$ cat src/rtl/dtg_pkg.sv
// Shared types for the raster timing generator.
// Assumes the counter width does not exceed 16 bits (position packing).
package dtg_pkg;
    localparam int CW = 12;

    typedef struct packed {
        logic [CW-1:0] x;
        logic [CW-1:0] y;
    } dtg_pair_t;

    typedef struct packed {
        dtg_pair_t     sync_end;
        dtg_pair_t     bp_end;
        dtg_pair_t     act_end;
        dtg_pair_t     total;
        logic          run;
        logic          hs_pol;
        logic          vs_pol;
        logic          de_pol;
        logic          pclk_pol;
        logic [CW-1:0] match_line;
        logic          irq_en;
    } dtg_cfg_t;
endpackage

$ cat src/rtl/dtg_regs.sv
// Configuration register file. A write to a word takes effect on the next
// clock. Word 7 holds no state: a write with bit 0 set emits a one-cycle
// clear pulse. Assumes CW <= 16 so a horizontal field fits in bits 16 upward.
module dtg_regs
    import dtg_pkg::*;
#(
    parameter int AW = 3
) (
    input  logic          clk,
    input  logic          rst_n,
    input  logic          we,
    input  logic [AW-1:0] addr,
    input  logic [31:0]   wdata,
    output dtg_cfg_t      cfg,
    output logic          clr_pulse
);
    localparam int XLSB = 16;

    function automatic dtg_pair_t unpack_pair(input logic [31:0] d);
        dtg_pair_t p;
        p.x = d[XLSB +: CW];
        p.y = d[0 +: CW];
        return p;
    endfunction

    // Purpose: capture configuration words on write.
    always_ff @(posedge clk) begin
        if (!rst_n) begin
            cfg <= '0;
        end else if (we) begin
            case (addr)
                3'd0: cfg.sync_end <= unpack_pair(wdata);
                3'd1: cfg.bp_end   <= unpack_pair(wdata);
                3'd2: cfg.act_end  <= unpack_pair(wdata);
                3'd3: cfg.total    <= unpack_pair(wdata);
                3'd4: begin
                    cfg.run      <= wdata[0];
                    cfg.hs_pol   <= wdata[1];
                    cfg.vs_pol   <= wdata[2];
                    cfg.de_pol   <= wdata[3];
                    cfg.pclk_pol <= wdata[4];
                end
                3'd5: cfg.match_line <= wdata[CW-1:0];
                3'd6: cfg.irq_en     <= wdata[0];
                default: ;
            endcase
        end
    end

    // Purpose: decode the write-one-to-clear command.
    always_comb clr_pulse = we && (addr == 3'd7) && wdata[0];
endmodule

$ cat src/rtl/dtg_axis_counter.sv
// One raster axis counter. It counts 0..limit, advancing on step, and wraps
// to 0 after the limit. It holds at 0 while run is low. The wrap output
// marks a step taken at the limit and chains the next axis.
module dtg_axis_counter #(
    parameter int W = 12
) (
    input  logic         clk,
    input  logic         rst_n,
    input  logic         run,
    input  logic         step,
    input  logic [W-1:0] limit,
    output logic [W-1:0] count,
    output logic         wrap
);
    // Purpose: flag the step that leaves the last index of the axis.
    always_comb wrap = run && step && (count >= limit);

    // Purpose: advance, wrap or hold the axis position.
    always_ff @(posedge clk) begin
        if (!rst_n || !run)
            count <= '0;
        else if (wrap)
            count <= '0;
        else if (step)
            count <= count + 1'b1;
    end

    p_hold_idle_r1: assert property (@(posedge clk) disable iff (!rst_n)
        !run |=> count == '0);
    // wrap after the total boundary
    p_wrap_zero_r3: assert property (@(posedge clk) disable iff (!rst_n)
        (run && step && count == limit) |=> count == '0);
    p_step_one_r2: assert property (@(posedge clk) disable iff (!rst_n)
        (run && step && count < limit) |=> count == $past(count) + 1'b1);
endmodule

$ cat src/rtl/dtg_axis_phase.sv
// Phase decode for one axis. Sync spans 0..sync_end, and the active window
// spans bp_end+1..act_end, both inclusive. It assumes the boundaries are
// programmed in ascending order.
module dtg_axis_phase #(
    parameter int W = 12
) (
    input  logic [W-1:0] count,
    input  logic [W-1:0] sync_end,
    input  logic [W-1:0] bp_end,
    input  logic [W-1:0] act_end,
    output logic         in_sync,
    output logic         in_active
);
    // Purpose: compare the position against the cumulative boundaries.
    always_comb begin
        in_sync   = (count <= sync_end);
        in_active = (count > bp_end) && (count <= act_end);
    end
endmodule

$ cat src/rtl/dtg_line_irq.sv
// Sticky line-match flag. It is set one cycle after the raster sits at
// pixel 0 of the match line while running, and cleared by the clear pulse.
// A set on the same cycle as a clear wins.
module dtg_line_irq #(
    parameter int W = 12
) (
    input  logic         clk,
    input  logic         rst_n,
    input  logic         run,
    input  logic [W-1:0] xpos,
    input  logic [W-1:0] ypos,
    input  logic [W-1:0] match_line,
    input  logic         clr,
    output logic         flag
);
    logic hit;

    // Purpose: detect the start of the match line.
    always_comb hit = run && (xpos == '0) && (ypos == match_line);

    // Purpose: hold the flag until it is cleared by software.
    always_ff @(posedge clk) begin
        if (!rst_n)   flag <= 1'b0;
        else if (hit) flag <= 1'b1;
        else if (clr) flag <= 1'b0;
    end

    p_flag_sticky_r9: assert property (@(posedge clk) disable iff (!rst_n)
        (flag && !clr) |=> flag);
endmodule

$ cat src/rtl/disp_timing_gen.sv
// Raster timing generator top. It chains a pixel counter and a line counter
// and decodes the phases of each axis against cumulative boundaries. It
// applies the output polarities and publishes position, phase flags and the
// line interrupt. Outputs are combinational from registered state.
module disp_timing_gen
    import dtg_pkg::*;
(
    input  logic        clk,
    input  logic        rst_n,
    input  logic        cfg_we,
    input  logic [2:0]  cfg_addr,
    input  logic [31:0] cfg_wdata,
    output logic        hsync_o,
    output logic        vsync_o,
    output logic        de_o,
    output logic        pclk_inv_o,
    output logic [31:0] pos_o,
    output logic [3:0]  phase_o,
    output logic        line_flag_o,
    output logic        irq_o
);
    localparam int NAX = 2;     // axis 0 = pixels, axis 1 = lines
    localparam int PW  = 16;    // position field width

    dtg_cfg_t        cfg;
    logic            clr_pulse;
    logic [CW-1:0]   cnt   [NAX];
    logic [NAX-1:0]  wrap;
    logic [NAX-1:0]  step;
    logic [NAX-1:0]  sync_a;
    logic [NAX-1:0]  act_a;
    logic [CW-1:0]   lim   [NAX];
    logic [CW-1:0]   s_end [NAX];
    logic [CW-1:0]   b_end [NAX];
    logic [CW-1:0]   a_end [NAX];

    dtg_regs #(.AW(3)) u_regs (
        .clk      (clk),
        .rst_n    (rst_n),
        .we       (cfg_we),
        .addr     (cfg_addr),
        .wdata    (cfg_wdata),
        .cfg      (cfg),
        .clr_pulse(clr_pulse)
    );

    // Purpose: route each axis's boundaries and step source.
    always_comb begin
        lim[0] = cfg.total.x;    lim[1] = cfg.total.y;
        s_end[0] = cfg.sync_end.x; s_end[1] = cfg.sync_end.y;
        b_end[0] = cfg.bp_end.x;   b_end[1] = cfg.bp_end.y;
        a_end[0] = cfg.act_end.x;  a_end[1] = cfg.act_end.y;
        step[0] = 1'b1;
        step[1] = wrap[0];
    end

    for (genvar a = 0; a < NAX; a++) begin : g_axis
        dtg_axis_counter #(.W(CW)) u_cnt (
            .clk  (clk),
            .rst_n(rst_n),
            .run  (cfg.run),
            .step (step[a]),
            .limit(lim[a]),
            .count(cnt[a]),
            .wrap (wrap[a])
        );
        dtg_axis_phase #(.W(CW)) u_phase (
            .count    (cnt[a]),
            .sync_end (s_end[a]),
            .bp_end   (b_end[a]),
            .act_end  (a_end[a]),
            .in_sync  (sync_a[a]),
            .in_active(act_a[a])
        );
    end

    dtg_line_irq #(.W(CW)) u_irq (
        .clk       (clk),
        .rst_n     (rst_n),
        .run       (cfg.run),
        .xpos      (cnt[0]),
        .ypos      (cnt[1]),
        .match_line(cfg.match_line),
        .clr       (clr_pulse),
        .flag      (line_flag_o)
    );

    logic hs_on, vs_on, de_on;

    // Purpose: form the active-high phases, forced idle when stopped.
    always_comb begin
        hs_on = cfg.run && sync_a[0];
        vs_on = cfg.run && sync_a[1];
        de_on = cfg.run && act_a[0] && act_a[1];
        phase_o = {hs_on, vs_on, cfg.run && act_a[0], cfg.run && act_a[1]};
    end

    // Purpose: apply the per-pin polarity to the panel outputs.
    always_comb begin
        hsync_o    = cfg.hs_pol ? hs_on : ~hs_on;
        vsync_o    = cfg.vs_pol ? vs_on : ~vs_on;
        de_o       = cfg.de_pol ? de_on : ~de_on;
        pclk_inv_o = cfg.pclk_pol;
    end

    // Purpose: pack position and gate the interrupt request.
    always_comb begin
        pos_o = cfg.run ? {{(PW-CW){1'b0}}, cnt[0], {(PW-CW){1'b0}}, cnt[1]} : '0;
        irq_o = line_flag_o && cfg.irq_en;
    end

    p_irq_gated_r10: assert property (@(posedge clk) disable iff (!rst_n)
        irq_o |-> (line_flag_o && cfg.irq_en));
    p_line_after_wrap_r2: assert property (@(posedge clk) disable iff (!rst_n)
        (cfg.run && wrap[0] && !wrap[1]) |=> cnt[0] == '0);
endmodule

$ cat config.mk
export PLATFORM = sky130hd
export DESIGN_NAME = disp_timing_gen
export DESIGN_NICKNAME = d
export VERILOG_FILES = /design/src/rtl/dtg_pkg.sv /design/src/rtl/dtg_regs.sv /design/src/rtl/dtg_axis_counter.sv /design/src/rtl/dtg_axis_phase.sv /design/src/rtl/dtg_line_irq.sv /design/src/rtl/disp_timing_gen.sv
export SDC_FILE = /design/constraint.sdc
export NUM_CORES = 1
export LEC_CHECK = 0
export ABC_AREA = 1
export BUFFER_PORTS_ARGS = -buffer_cell sky130_fd_sc_hd__buf_2
export CORE_ASPECT_RATIO = 0.5
export CORE_UTILIZATION = 30
export CTS_BUF_LIST = sky130_fd_sc_hd__clkbuf_2 sky130_fd_sc_hd__clkbuf_4 sky130_fd_sc_hd__clkbuf_8
export DETAILED_ROUTE_END_ITERATION = 8
export PLACE_DENSITY_LB_ADDON = 0.05
export SLEW_MARGIN = 20
export SYNTH_ARGS = -nofsm -noshare
export SYNTH_HDL_FRONTEND = slang
export SYNTH_SLANG_ARGS = --single-unit
$ cat constraint.sdc
create_clock -name clk -period 2.8 [get_ports clk]
set_input_delay 0.14 -clock clk [delete_from_list [all_inputs] [get_ports clk]]
set_output_delay 0.14 -clock clk [all_outputs]
set_load 0.02 [all_outputs]
Yosys cells after proc, flatten, opt, wreduce, memory -nomap -nowiden
Cells that the tools add are included.

word-level totals
  word-level logic and storage cells = 75
  flip-flop bits (word level) = 139
  input port bits = 38
  output and inout port bits = 42

operators by class
  eq/ne operators = 8
  magnitude comparators = 8
  mux-type cells = 6
  add/sub/neg operators = 2
  reduce and logical (&&, ||, !) cells = 30
  bitwise gates (word level) = 3

operator list
  cell                   number
  $le 12x12->1           4
  $mux 28                1
  $add 12x1->12 const B  2
  $ge 12x12->1           2
  $gt 12x12->1           2
  $logic_and 1x1->1      15
  $reduce_and 2->1       7
  $eq 12x12->1           1
  $eq 3x3->1 const B     4
  $logic_not 12->1       1
  $eq 3x2->1 const B     2
  $mux 1                 5
  $reduce_or 2->1        2
  $eq 3x1->1 const B     1
  $logic_not 3->1        1
  $not 1->1              3
  $logic_not 1->1        2
  $reduce_bool 2->1      1
  $logic_or 1x1->1       1

Logic depth before layout (Yosys ltp)
Gate-level depths: netlist (run 1).

  depth in word-level cells = 6
  gate-level depth with buffers = 14
  depth with buffers taken out = 14

By module
A second synthesis (run 1) with hierarchy kept.

second synthesis, totals
  cell total of the unflattened synthesis = 1410
  area total of the unflattened synthesis = 9191.3 µm²

by module, submodules not included
  module            instances  cells each  area each (µm²)  seq. area each (µm²)
  dtg_regs          1          659         4564.4           2282.2
  dtg_axis_phase    2          162         989.7            0.0
  dtg_axis_counter  2          128         962.2            240.2
  disp_timing_gen   1          86          375.4            0.0
  dtg_line_irq      1          85          347.8            20.0

Worst setup path before layout (run 1)
Ideal clock, no wire load.

  path kind = reg2out
  from = reg g_axis[0].u_cnt.count[7]
  to = out de_o
  arrival time = 1.776 ns
  slack = 0.884 ns
  buffers on the path = 0
  stages on the path, launching flop included = 13
  data required time = 2.660 ns
  cells stage by stage = dfxtp_1 > ha_1 > nand2_1 > inv_1 > nand2_1 > nand2_1 > nand2_1 > nand2_1 > nor2_1 > nor2_1 > nor2_1 > nand3_1 > nand2_1

on the way
  word-level cells in the longest chain between the ends = 6
  elaborated cells between the ends (all ways) = 7
  those cells by class = order compare (2); mux (1); bitwise (1); reduce/logical (3)

RTL lines
  element                                              line                    RTL
  start: declaration                                   dtg_axis_counter.sv:12  output logic [W-1:0] count,
  start signal: assignment                             dtg_axis_counter.sv:25  count <= count + 1'b1;
  $gt 12x12->1 / $le 12x12->1 (equally long branches)  dtg_axis_phase.sv:17    in_active = (count > bp_end) && (count <= act_end);
  $logic_and 1x1->1 (*)                                dtg_axis_phase.sv:17
  $logic_and 1x1->1 (*)                                n/a
  net phase_o[1]                                       disp_timing_gen.sv:18   output logic [3:0] phase_o,
  $logic_and 1x1->1 (*)                                disp_timing_gen.sv:94   de_on = cfg.run && act_a[0] && act_a[1];
  $not 1->1                                            disp_timing_gen.sv:102  de_o = cfg.de_pol ? de_on : ~de_on;
  $mux 1 (*)                                           disp_timing_gen.sv:102
  end: declaration                                     disp_timing_gen.sv:15   output logic de_o,

The timed path passes the listed nets; every way through them passes the cells marked *.

Worst setup path in the final report (run 1)
  from = reg g_axis[1].u_cnt.count[3]
  to = out vsync_o

on the way
  word-level cells in the longest chain between the ends = 4

RTL lines
  element                   line                    RTL
  start: declaration        dtg_axis_counter.sv:12
  start signal: assignment  dtg_axis_counter.sv:25
  $le 12x12->1 (*)          dtg_axis_phase.sv:16    in_sync = (count <= sync_end);
  $logic_and 1x1->1 (*)     disp_timing_gen.sv:93   vs_on = cfg.run && sync_a[1];
  $not 1->1                 disp_timing_gen.sv:101  vsync_o = cfg.vs_pol ? vs_on : ~vs_on;
  $mux 1 (*)                disp_timing_gen.sv:101
  end: declaration          disp_timing_gen.sv:14   output logic vsync_o,

Mark *: on every way between the ends. The rest lies on a longest branch, timed or not.

==> impl_metrics.env, run 1 <==
export IMPL_nNetsFinal=1349
export IMPL_rows=42
export IMPL_leakage_nw=4.376
export IMPL_diodes=0
export IMPL_grt_start_max_net_pins=65
export IMPL_clock_power_share_pct=43.7
export IMPL_hold_path_class="primary input to register"
export IMPL_firstDrtPassIters=9
export IMPL_power_frac_seq_pct=45.4
export IMPL_p_per_area_nw_per_um2=477.7
export IMPL_netSwitchingFraction_pct=26.67
export IMPL_dp_hpwl_um=17250
export IMPL_ir_drop_mv=0.3097
export IMPL_die_area_sq_um=27600
export IMPL_cts_made_buffers=17
export IMPL_grt_pass1_vias=6716
export IMPL_holdPathStages=3
export IMPL_clock_latency_ps=490
export IMPL_crit_arrival_ps=2450
export IMPL_outcome="complete, but fails checks"
export IMPL_drive_gt1_share_pct=11.84
export IMPL_cp_start_kind="register"
export IMPL_combPwrFrac_pct=10.9
export IMPL_tns_ps=0
export IMPL_finalSetupViolations=0
export IMPL_critPathMaxFanout=11
export IMPL_fillerInstances=2842
export IMPL_r2r_cells=11
export IMPL_hold_slack_ps=40.95
export IMPL_clkTransAtPathRegs_ps=90
export IMPL_r2r_end="g_axis[0].u_cnt.count[2]"
export IMPL_antenna_found_initial=0
export IMPL_hold_violations=0
export IMPL_ys_ff_latch=139
export IMPL_max_freq_mhz=386.8
export IMPL_worstMarginPinSlew_ps=845.0
export IMPL_synth_cells=1129
export IMPL_switchingPower_w=0.001206
export IMPL_portBuffers=63
export IMPL_seq_area_frac_synth_pct=34.49
export IMPL_hold_end="u_regs.cfg[72]"
export IMPL_cp_data_required_time_ps=2660
export IMPL_post_route_period_util_pct=92.33
export IMPL_ant_nets=0
export IMPL_avgSynthCellArea_sq_um=7.147
export IMPL_cp_startpoint="g_axis[1].u_cnt.count[3]"
export IMPL_p_int_w=0.003315
export IMPL_vias=7136
export IMPL_cts_sinks=139
export IMPL_layout_commonest_cell="inv_1"
export IMPL_wl_um=23670
export IMPL_violations="DRC"
export IMPL_slew_headroom_pct=43.59
export IMPL_syn_area_sq_um=8069
export IMPL_postCtsSetupBuffers=0
export IMPL_synth_cell_types=39
export IMPL_via_per_inst=4.525
export IMPL_drt_initial_drc_count=416
export IMPL_yosys_warnings=0
export IMPL_initial_utilization_pct=30.53
export IMPL_layout_common_cells="194 x inv_1, 174 x nand2_1, 152 x a21oi_1"
export IMPL_worstSetupPathType="register to output pin"
export IMPL_die_w_um=233.9
export IMPL_drv_slew=0
export IMPL_rsz0062_at_grt="false"
export IMPL_grt_pass1_wl_um=37330
export IMPL_clockBufferDepth=2
export IMPL_root_buffer="clkbuf_8"
export IMPL_die_height_um=118.0
export IMPL_finalCriticalPeriod_ps=2585
export IMPL_overflow=0
export IMPL_drt_wirelength_per_cell_um=15.01
export IMPL_io_pins=80
export IMPL_cts_htree_levels=4
export IMPL_drc=10
export IMPL_cap_violations=0
export IMPL_skew_ps=15.10
export IMPL_gp_congestion=0.8132
export IMPL_core_sq_um=26430
export IMPL_hold_start="cfg_wdata[6]"
export IMPL_cp_end_kind="output pin"
export IMPL_grtUsageTotal_pct=18.05
export IMPL_regToRegStartpoint="g_axis[0].u_cnt.count[0]"
export IMPL_cts_tree="yes"
export IMPL_r2r_slack_ps=440
export IMPL_syn_to_final_growth_pct=17.27
==> cell families (layout without fill, tap and decap cells) <==
group | after synthesis | count (layout) | share of synthesized area, %
xor+xnor | 13 | 13 | 1.411
fa+ha+maj | 99 | 99 | 15.35
simple gates | 333 | 333 | 17.43
other cells | 1 | 8 | 0.04647
buf+inv | 251 | 340 | 12.59
compound gates | 293 | 293 | 18.69
flops | 139 | 139 | 34.49
==> final cells by class <==
cell class	instances	area [sq um]	share of cell area, %
inverters	199	747.0	7.894
multi-input cells	746	4302	45.46
flip-flops and latches	139	2791	29.50
clock inverters	12	192.7	2.036
repair buffers	109	720.7	7.616
well taps	352	440.4	4.654
clock buffers	20	269.0	2.843
==> power groups by stage <==
stage	logic (W)	registers (W)	clock network [W]
global placement	0.000466	0.00210	0
CTS	0.000501	0.00205	0.00205
floorplan	0.000330	0.00209	0
detailed placement	0.000471	0.00210	0
finish	0.000494	0.00205	0.00197
global route	0.000568	0.00206	0.00213
==> sequential cells by signal, indices dropped and copies added (netlist names) <==
signal	flops
u_regs.cfg	114
g_axis.u_cnt.count	24
u_irq.flag	1
==> worst max-delay path by stage <==
stage,cells past startpoint,endpoint
finish,10,vsync_o
CTS,11,de_o
detailed placement,9,g_axis[0].u_cnt.count[2]
floorplan,12,de_o
global placement,11,g_axis[0].u_cnt.count[2]
global route,10,vsync_o
==> cells in the mapped netlist, drive strengths merged <==
master / count / area [sq um]
or2: 1 / 6.260
nor3: 10 / 75.07
a31oi: 1 / 6.260
nor2: 92 / 350.3
o21a: 2 / 15.01
and2: 2 / 12.51
nand2: 177 / 676.9
o21bai: 2 / 15.01
xnor2: 6 / 52.55
xor2: 7 / 61.31
clkbuf: 26 / 98.84
inv: 199 / 747.0
dfxtp: 139 / 2783
a21o: 3 / 22.52
a21boi: 1 / 7.510
o21ai: 122 / 610.6
ha: 99 / 1239
buf: 26 / 170.2
o32ai: 1 / 8.760
nor4: 2 / 12.51
nand3: 33 / 165.2
a31o: 1 / 8.760
nand4: 14 / 87.58
a21oi: 153 / 769.5
conb: 1 / 3.750
nor3b: 2 / 20.02
o22ai: 7 / 43.79
==> through the flow <==
stage               instance area, sq um  total power (W)  utilization (%)  worst slack (ps)  cells
global route                        9463         0.004760            35.80             9.729   1577
detailed placement                  8747         0.002570            33.09             465.5   1521
floorplan                           8095         0.002423                -             883.7   1136
finish                              9463         0.004520            35.80             214.7   1577
CTS                                 9457         0.004601            35.78             34.08   1577
global placement                    8747         0.002565            33.09             494.4   1521
==> layer usage <==
metal  track usage (%)  part of all wire, %  wire [um]  vias to the layer above
li1                  -                    -          -                     3806
met1             24.54                   52      12260                     3234
met2             28.59                   45      10540                       76
met3             3.319                  2.2        521                       20
met4             6.006                  1.4        337                        0
met5                 0                    0          0                        -
==> timing repair <==
action,CTS,global route
endpoints found under the hold margin,66,0
gates resized for setup,5,4
pin swaps,0,0
endpoints found under the setup margin,3,3
hold buffers,24,0
cloned,0,0
==> worst max-delay path, cell delays in order (launching register included) <==
cell and delay (ps):
dfxtp_2 520, ha_1 310, a21oi_1 150, o21ai_0 110, nand2_1 140, nand4_1 190
nand2_1 180, nand2_1 90, nand2_1 60, nand2_1 50, buf_2 150
(Power assumes the default switching activity.)
==> run 2: changes to the inputs <==
- HOLD_SLACK_MARGIN: default -> 0.12
==> impl_metrics.env, run 2 (synthesis gave the netlist of run 1 again) <==
export IMPL_grt_busiest_layer="met2"
export IMPL_top_register="u_regs.cfg"
export IMPL_cp_start_kind="register"
export IMPL_ir_drop_mv=0.3132
export IMPL_leakage_nw=4.409
export IMPL_cts_htree_levels=4
export IMPL_crit_cells=10
export IMPL_vias=7149
export IMPL_layout_commonest_cell="inv_1"
export IMPL_met2_usage_pct=28.81
export IMPL_crit_arrival_ps=2450
export IMPL_skew_ps=16.07
export IMPL_hold_violations=0
export IMPL_r2r_cells=11
export IMPL_crit_end="vsync_o"
export IMPL_multi_input_comb_area_sq_um=4302
export IMPL_overflow=0
export IMPL_root_buffer="clkbuf_8"
export IMPL_r2r_end="g_axis[0].u_cnt.count[2]"
export IMPL_rsz0062_at_grt="false"
export IMPL_tns_ps=0
export IMPL_rows=42
export IMPL_top_regs="u_regs.cfg (114), g_axis.u_cnt.count (24), u_irq.flag (1)"
export IMPL_via_per_inst=4.513
export IMPL_drc=10
export IMPL_wl_um=23740
export IMPL_slew_headroom_pct=43.93
export IMPL_grtUsageTotal_pct=18.12
export IMPL_grt_pass1_wl_um=37490
export IMPL_cts_sinks=139
export IMPL_syn_to_final_growth_pct=18.14
export IMPL_grt_start_max_net_pins=65
export IMPL_initial_utilization_pct=30.53
export IMPL_die_area_sq_um=27600
export IMPL_violations="DRC"
export IMPL_post_route_period_util_pct=92.41
export IMPL_die_height_um=118.0
export IMPL_portBuffers=63
export IMPL_hold_path_class="register to register"
export IMPL_drv_slew=0
export IMPL_diodes=0
export IMPL_cp_top_family="simple AND/OR/NAND/NOR gates"
export IMPL_die_w_um=233.9
export IMPL_hold_slack_ps=461.4
export IMPL_core_sq_um=26430
export IMPL_dp_hpwl_um=17250
export IMPL_postCtsSetupBuffers=0
export IMPL_largest_reg_flops=114
export IMPL_drive_gt1_share_pct=11.77
export IMPL_drt_initial_drc_count=413
export IMPL_io_pins=80
export IMPL_cp_end_kind="output pin"
export IMPL_regToRegStartpoint="g_axis[0].u_cnt.count[0]"
export IMPL_drt_wirelength_per_cell_um=14.98
export IMPL_firstDrtPassIters=9
export IMPL_placed_area_sq_um=8747
export IMPL_cap_violations=0
export IMPL_max_freq_mhz=386.5
export IMPL_cts_tree="yes"
export IMPL_regArea_sq_um=2791
export IMPL_clkTransAtPathRegs_ps=80
export IMPL_p_per_area_nw_per_um2=475.1
export IMPL_worstSetupPathType="register to output pin"
export IMPL_layout_common_cells="194 x inv_1, 174 x nand2_1, 152 x a21oi_1"
export IMPL_final_cell_area_sq_um=9533
export IMPL_fillerInstances=2835
export IMPL_finalCriticalPeriod_ps=2588
export IMPL_worst_slack_ps=212.4
export IMPL_hold_start="u_regs.cfg[53]"
export IMPL_critPathMaxFanout=8
export IMPL_r2r_slack_ps=440
export IMPL_antenna_found_initial=0
export IMPL_outcome="complete, but fails checks"
export IMPL_clock_latency_ps=490
export IMPL_cp_data_required_time_ps=2660
export IMPL_finalSetupViolations=0
export IMPL_gp_congestion=0.8132
export IMPL_use_met1_pct=24.55
export IMPL_nNetsFinal=1356
export IMPL_grt_met3_usage_pct=3.319
export IMPL_post_place_ws_ps=465.5
export IMPL_grt_pass1_vias=6771
export IMPL_clockBufferDepth=2
export IMPL_worstMarginPinSlew_ps=839.8
export IMPL_max_stage_delay_ps=400
export IMPL_ant_nets=0
export IMPL_cts_made_buffers=17
export IMPL_crit_chain="ha_1, nand4_1, nor2_2, nand2_1, nand4_1, nand2_1, nand2_1, nand2_1, nand2_1, buf_2"
export IMPL_path_common_cell="nand2_1"
export IMPL_path_buf_inv=1
export IMPL_cp_startpoint="g_axis[1].u_cnt.count[11]"
export IMPL_critPathSlowestCell="dfxtp_2"
run 2: cell count changes in the layout (fill, tap and decap cells not counted):
| cell | change |
|---|---|
| dlygate4sd3_1 | +7 |
run 2: how the worst min path moves through the flow:
stage | slack, ps | endpoint | cells past startpoint
after global placement | 430 | u_regs.cfg[30] | 3
final | 460 | u_regs.cfg[53] | 2
after detailed placement | 440 | u_regs.cfg[54] | 3
after CTS | 430 | u_regs.cfg[78] | 4
after global routing | 470 | u_regs.cfg[78] | 4
after floorplan | 270 | u_regs.cfg[102] | 2
run 2: what timing repair did:
| action | CTS | global route |
|---|---|---|
| pin swaps | 0 | 0 |
| gates resized for setup | 5 | 4 |
| hold buffers | 31 | 0 |
| endpoints found under the hold margin | 115 | 0 |
| setup endpoints to repair | 3 | 3 |
run 2: report_power, final:
group          leakage (nW)  switching [W]  internal (W)
combinational          3.04       0.000327      0.000174
clock                 0.240       0.000863       0.00111
sequential             1.13      0.0000190       0.00203
total                  4.41        0.00121       0.00332
run 2: cell type report:
class	count	share of cell area, %
inverters	199	7.836
multi-input cells	746	45.12
well taps	352	4.620
repair buffers	116	8.295
clock buffers	20	2.822
clock inverters	12	2.021
flip-flops and latches	139	29.28
run 2: through the flow:
step                instances  power [W]  utilization (%)
floorplan                1136   0.002423                -
global placement         1521   0.002565            33.09
detailed placement       1521   0.002570            33.09
CTS                      1584   0.004608            36.04
global route             1584   0.004768            36.06
finish                   1584   0.004529            36.06
run 2: metal layers:
layer  share of wire, %  vias to the layer above  wire length [um]
met5                  0                        -                 0
met4                1.5                        0               361
met3                2.3                       21               551
met2                 45                       80             10630
met1                 51                     3231             12190
li1                   -                     3817                 -
run 2: worst register-to-register path: stages (launching register included):
cell and delay [ps]:
dfxtp_1 470, inv_1 170, ha_1 300, inv_1 30
a21boi_0 170, o21bai_1 80, nand2_1 60, nand2_1 80
nand2_4 210, nand2_2 230, nand2_2 350, nor3_1 90
==> run 3: changes to the inputs <==
- RECOVER_POWER: default -> 100
==> impl_metrics.env, run 3 (synthesis gave the netlist of run 1 again) <==
export IMPL_outcome="complete, but fails checks"
export IMPL_violations="DRC, capacitance limit, slew limit"
export IMPL_die_w_um=233.9
export IMPL_worst_slack_ps=202.9
export IMPL_firstDrtPassIters=7
export IMPL_fillerInstances=2852
export IMPL_nNetsFinal=1356
export IMPL_holdPathStages=2
export IMPL_ant_nets=0
export IMPL_grtUsageTotal_pct=18.12
export IMPL_root_buffer="clkbuf_8"
export IMPL_core_sq_um=26430
export IMPL_clock_power_share_pct=43.7
export IMPL_ir_drop_mv=0.3122
export IMPL_drv_slew=47
export IMPL_r2r_cells=11
export IMPL_p_int_w=0.003320
export IMPL_io_pins=80
export IMPL_critPathMaxFanout=11
export IMPL_grt_pass1_wl_um=37490
export IMPL_combPwrFrac_pct=11.0
export IMPL_grt_start_max_net_pins=65
export IMPL_switchingPower_w=0.001211
export IMPL_dp_hpwl_um=17250
export IMPL_top_layer="met4"
export IMPL_cts_htree_levels=4
export IMPL_diodes=0
export IMPL_syn_to_final_growth_pct=17.34
export IMPL_p_per_area_nw_per_um2=478.5
export IMPL_place_inst=1521
export IMPL_via_per_inst=4.521
export IMPL_leakage_nw=4.278
export IMPL_antenna_found_initial=0
export IMPL_clock_latency_ps=490
export IMPL_drc=10
export IMPL_finalSetupViolations=0
export IMPL_skew_ps=15.00
export IMPL_clockBufferDepth=2
export IMPL_layout_commonest_cell="inv_1"
export IMPL_drive_gt1_share_pct=8.685
export IMPL_clkTransAtPathRegs_ps=80
export IMPL_die_height_um=118.0
export IMPL_finalNonFillerCells=1584
export IMPL_rows=42
export IMPL_drt_initial_drc_count=417
export IMPL_tns_ps=0
export IMPL_die_area_sq_um=27600
export IMPL_wl_um=23790
export IMPL_cp_data_required_time_ps=2660
export IMPL_initial_utilization_pct=30.53
export IMPL_top_regs="u_regs.cfg (114), g_axis.u_cnt.count (24), u_irq.flag (1)"
export IMPL_cts_sinks=139
export IMPL_postCtsSetupBuffers=0
export IMPL_netSwitchingFraction_pct=26.73
export IMPL_cp_end_kind="output pin"
export IMPL_layout_common_cells="198 x inv_1, 175 x nand2_1, 152 x a21oi_1"
export IMPL_vias=7162
export IMPL_portBuffers=63
export IMPL_gp_congestion=0.8132
export IMPL_drt_wirelength_per_cell_um=15.02
export IMPL_max_freq_mhz=385.0
export IMPL_wl_met1_um=12220
export IMPL_crit_arrival_ps=2460
export IMPL_rsz0062_at_grt="false"
export IMPL_grt_pass1_vias=6771
export IMPL_wl_met2_um=10620
export IMPL_largest_reg_flops=114
export IMPL_cts_made_buffers=17
export IMPL_hold_violations=0
export IMPL_worstSetupPathType="register to output pin"
export IMPL_post_route_period_util_pct=92.75
export IMPL_wl_met3_um=586
export IMPL_finalCoreUtilization_pct=35.82
export IMPL_hold_slack_ps=462.0
export IMPL_cts_tree="yes"
export IMPL_slew_headroom_pct=-2.998
export IMPL_power_frac_seq_pct=45.3
export IMPL_finalCriticalPeriod_ps=2597
export IMPL_cp_start_kind="register"
export IMPL_worstMarginPinSlew_ps=1543
export IMPL_post_place_ws_ps=465.5
export IMPL_hold_path_class="register to register"
export IMPL_cap_violations=1
export IMPL_top_register="u_regs.cfg"
export IMPL_overflow=0
## run 3: per-layer routing
layer,vias to the layer above,global-route usage [%]
met5,-,0
met4,0,6.006
met3,21,3.319
met2,90,28.81
met1,3234,24.55
li1,3817,-
## run 3: power groups by stage
| stage | Clock (W) | Combinational, W | Sequential (W) |
|---|---|---|---|
| after floorplan | 0 | 0.000330 | 0.00209 |
| after global placement | 0 | 0.000466 | 0.00210 |
| after detailed placement | 0 | 0.000471 | 0.00210 |
| after CTS | 0.00205 | 0.000507 | 0.00205 |
| after global routing | 0.00213 | 0.000574 | 0.00206 |
| final | 0.00198 | 0.000500 | 0.00205 |
## run 3: timing repair
item | CTS | global route
endpoints found under the setup margin | 3 | 3
hold buffers | 31 | 0
resized for setup | 5 | 4
hold endpoints to repair | 115 | 0
## run 3: worst max-delay path, stage by stage, from the launching register on
cell and delay [ps]:
dfxtp_2 520, ha_1 310, a21oi_1 150, o21ai_0 110, nand2_1 140, nand4_1 190
nand2_1 180, nand2_1 90, nand2_1 60, nand2_1 50, buf_2 150
## run 3: path summary, 6_finish.rpt
path                            start                       end  slack (ps)
min                    u_regs.cfg[53]            u_regs.cfg[53]         460
max reg2reg  g_axis[0].u_cnt.count[0]  g_axis[0].u_cnt.count[2]         280
min reg2reg            u_regs.cfg[53]            u_regs.cfg[53]         460
max          g_axis[1].u_cnt.count[3]                   vsync_o         200
## run 3: stage by stage
stage / cell area [sq um] / power (W)
CTS: 9527 / 0.004608
global route: 9468 / 0.004767
floorplan: 8095 / 0.002423
global placement: 8747 / 0.002565
finish: 9468 / 0.004531
detailed placement: 8747 / 0.002570
## run 3: area by class of cell
type,instances,area (sq um),area share (%)
Multi-Input combinational cell,746,4284,45.25
Sequential cell,139,2791,29.48
Inverter,199,747.0,7.890
Timing Repair Buffer,116,743.2,7.850
Tap cell,352,440.4,4.652
Clock buffer,20,269.0,2.841
Clock inverter,12,192.7,2.035
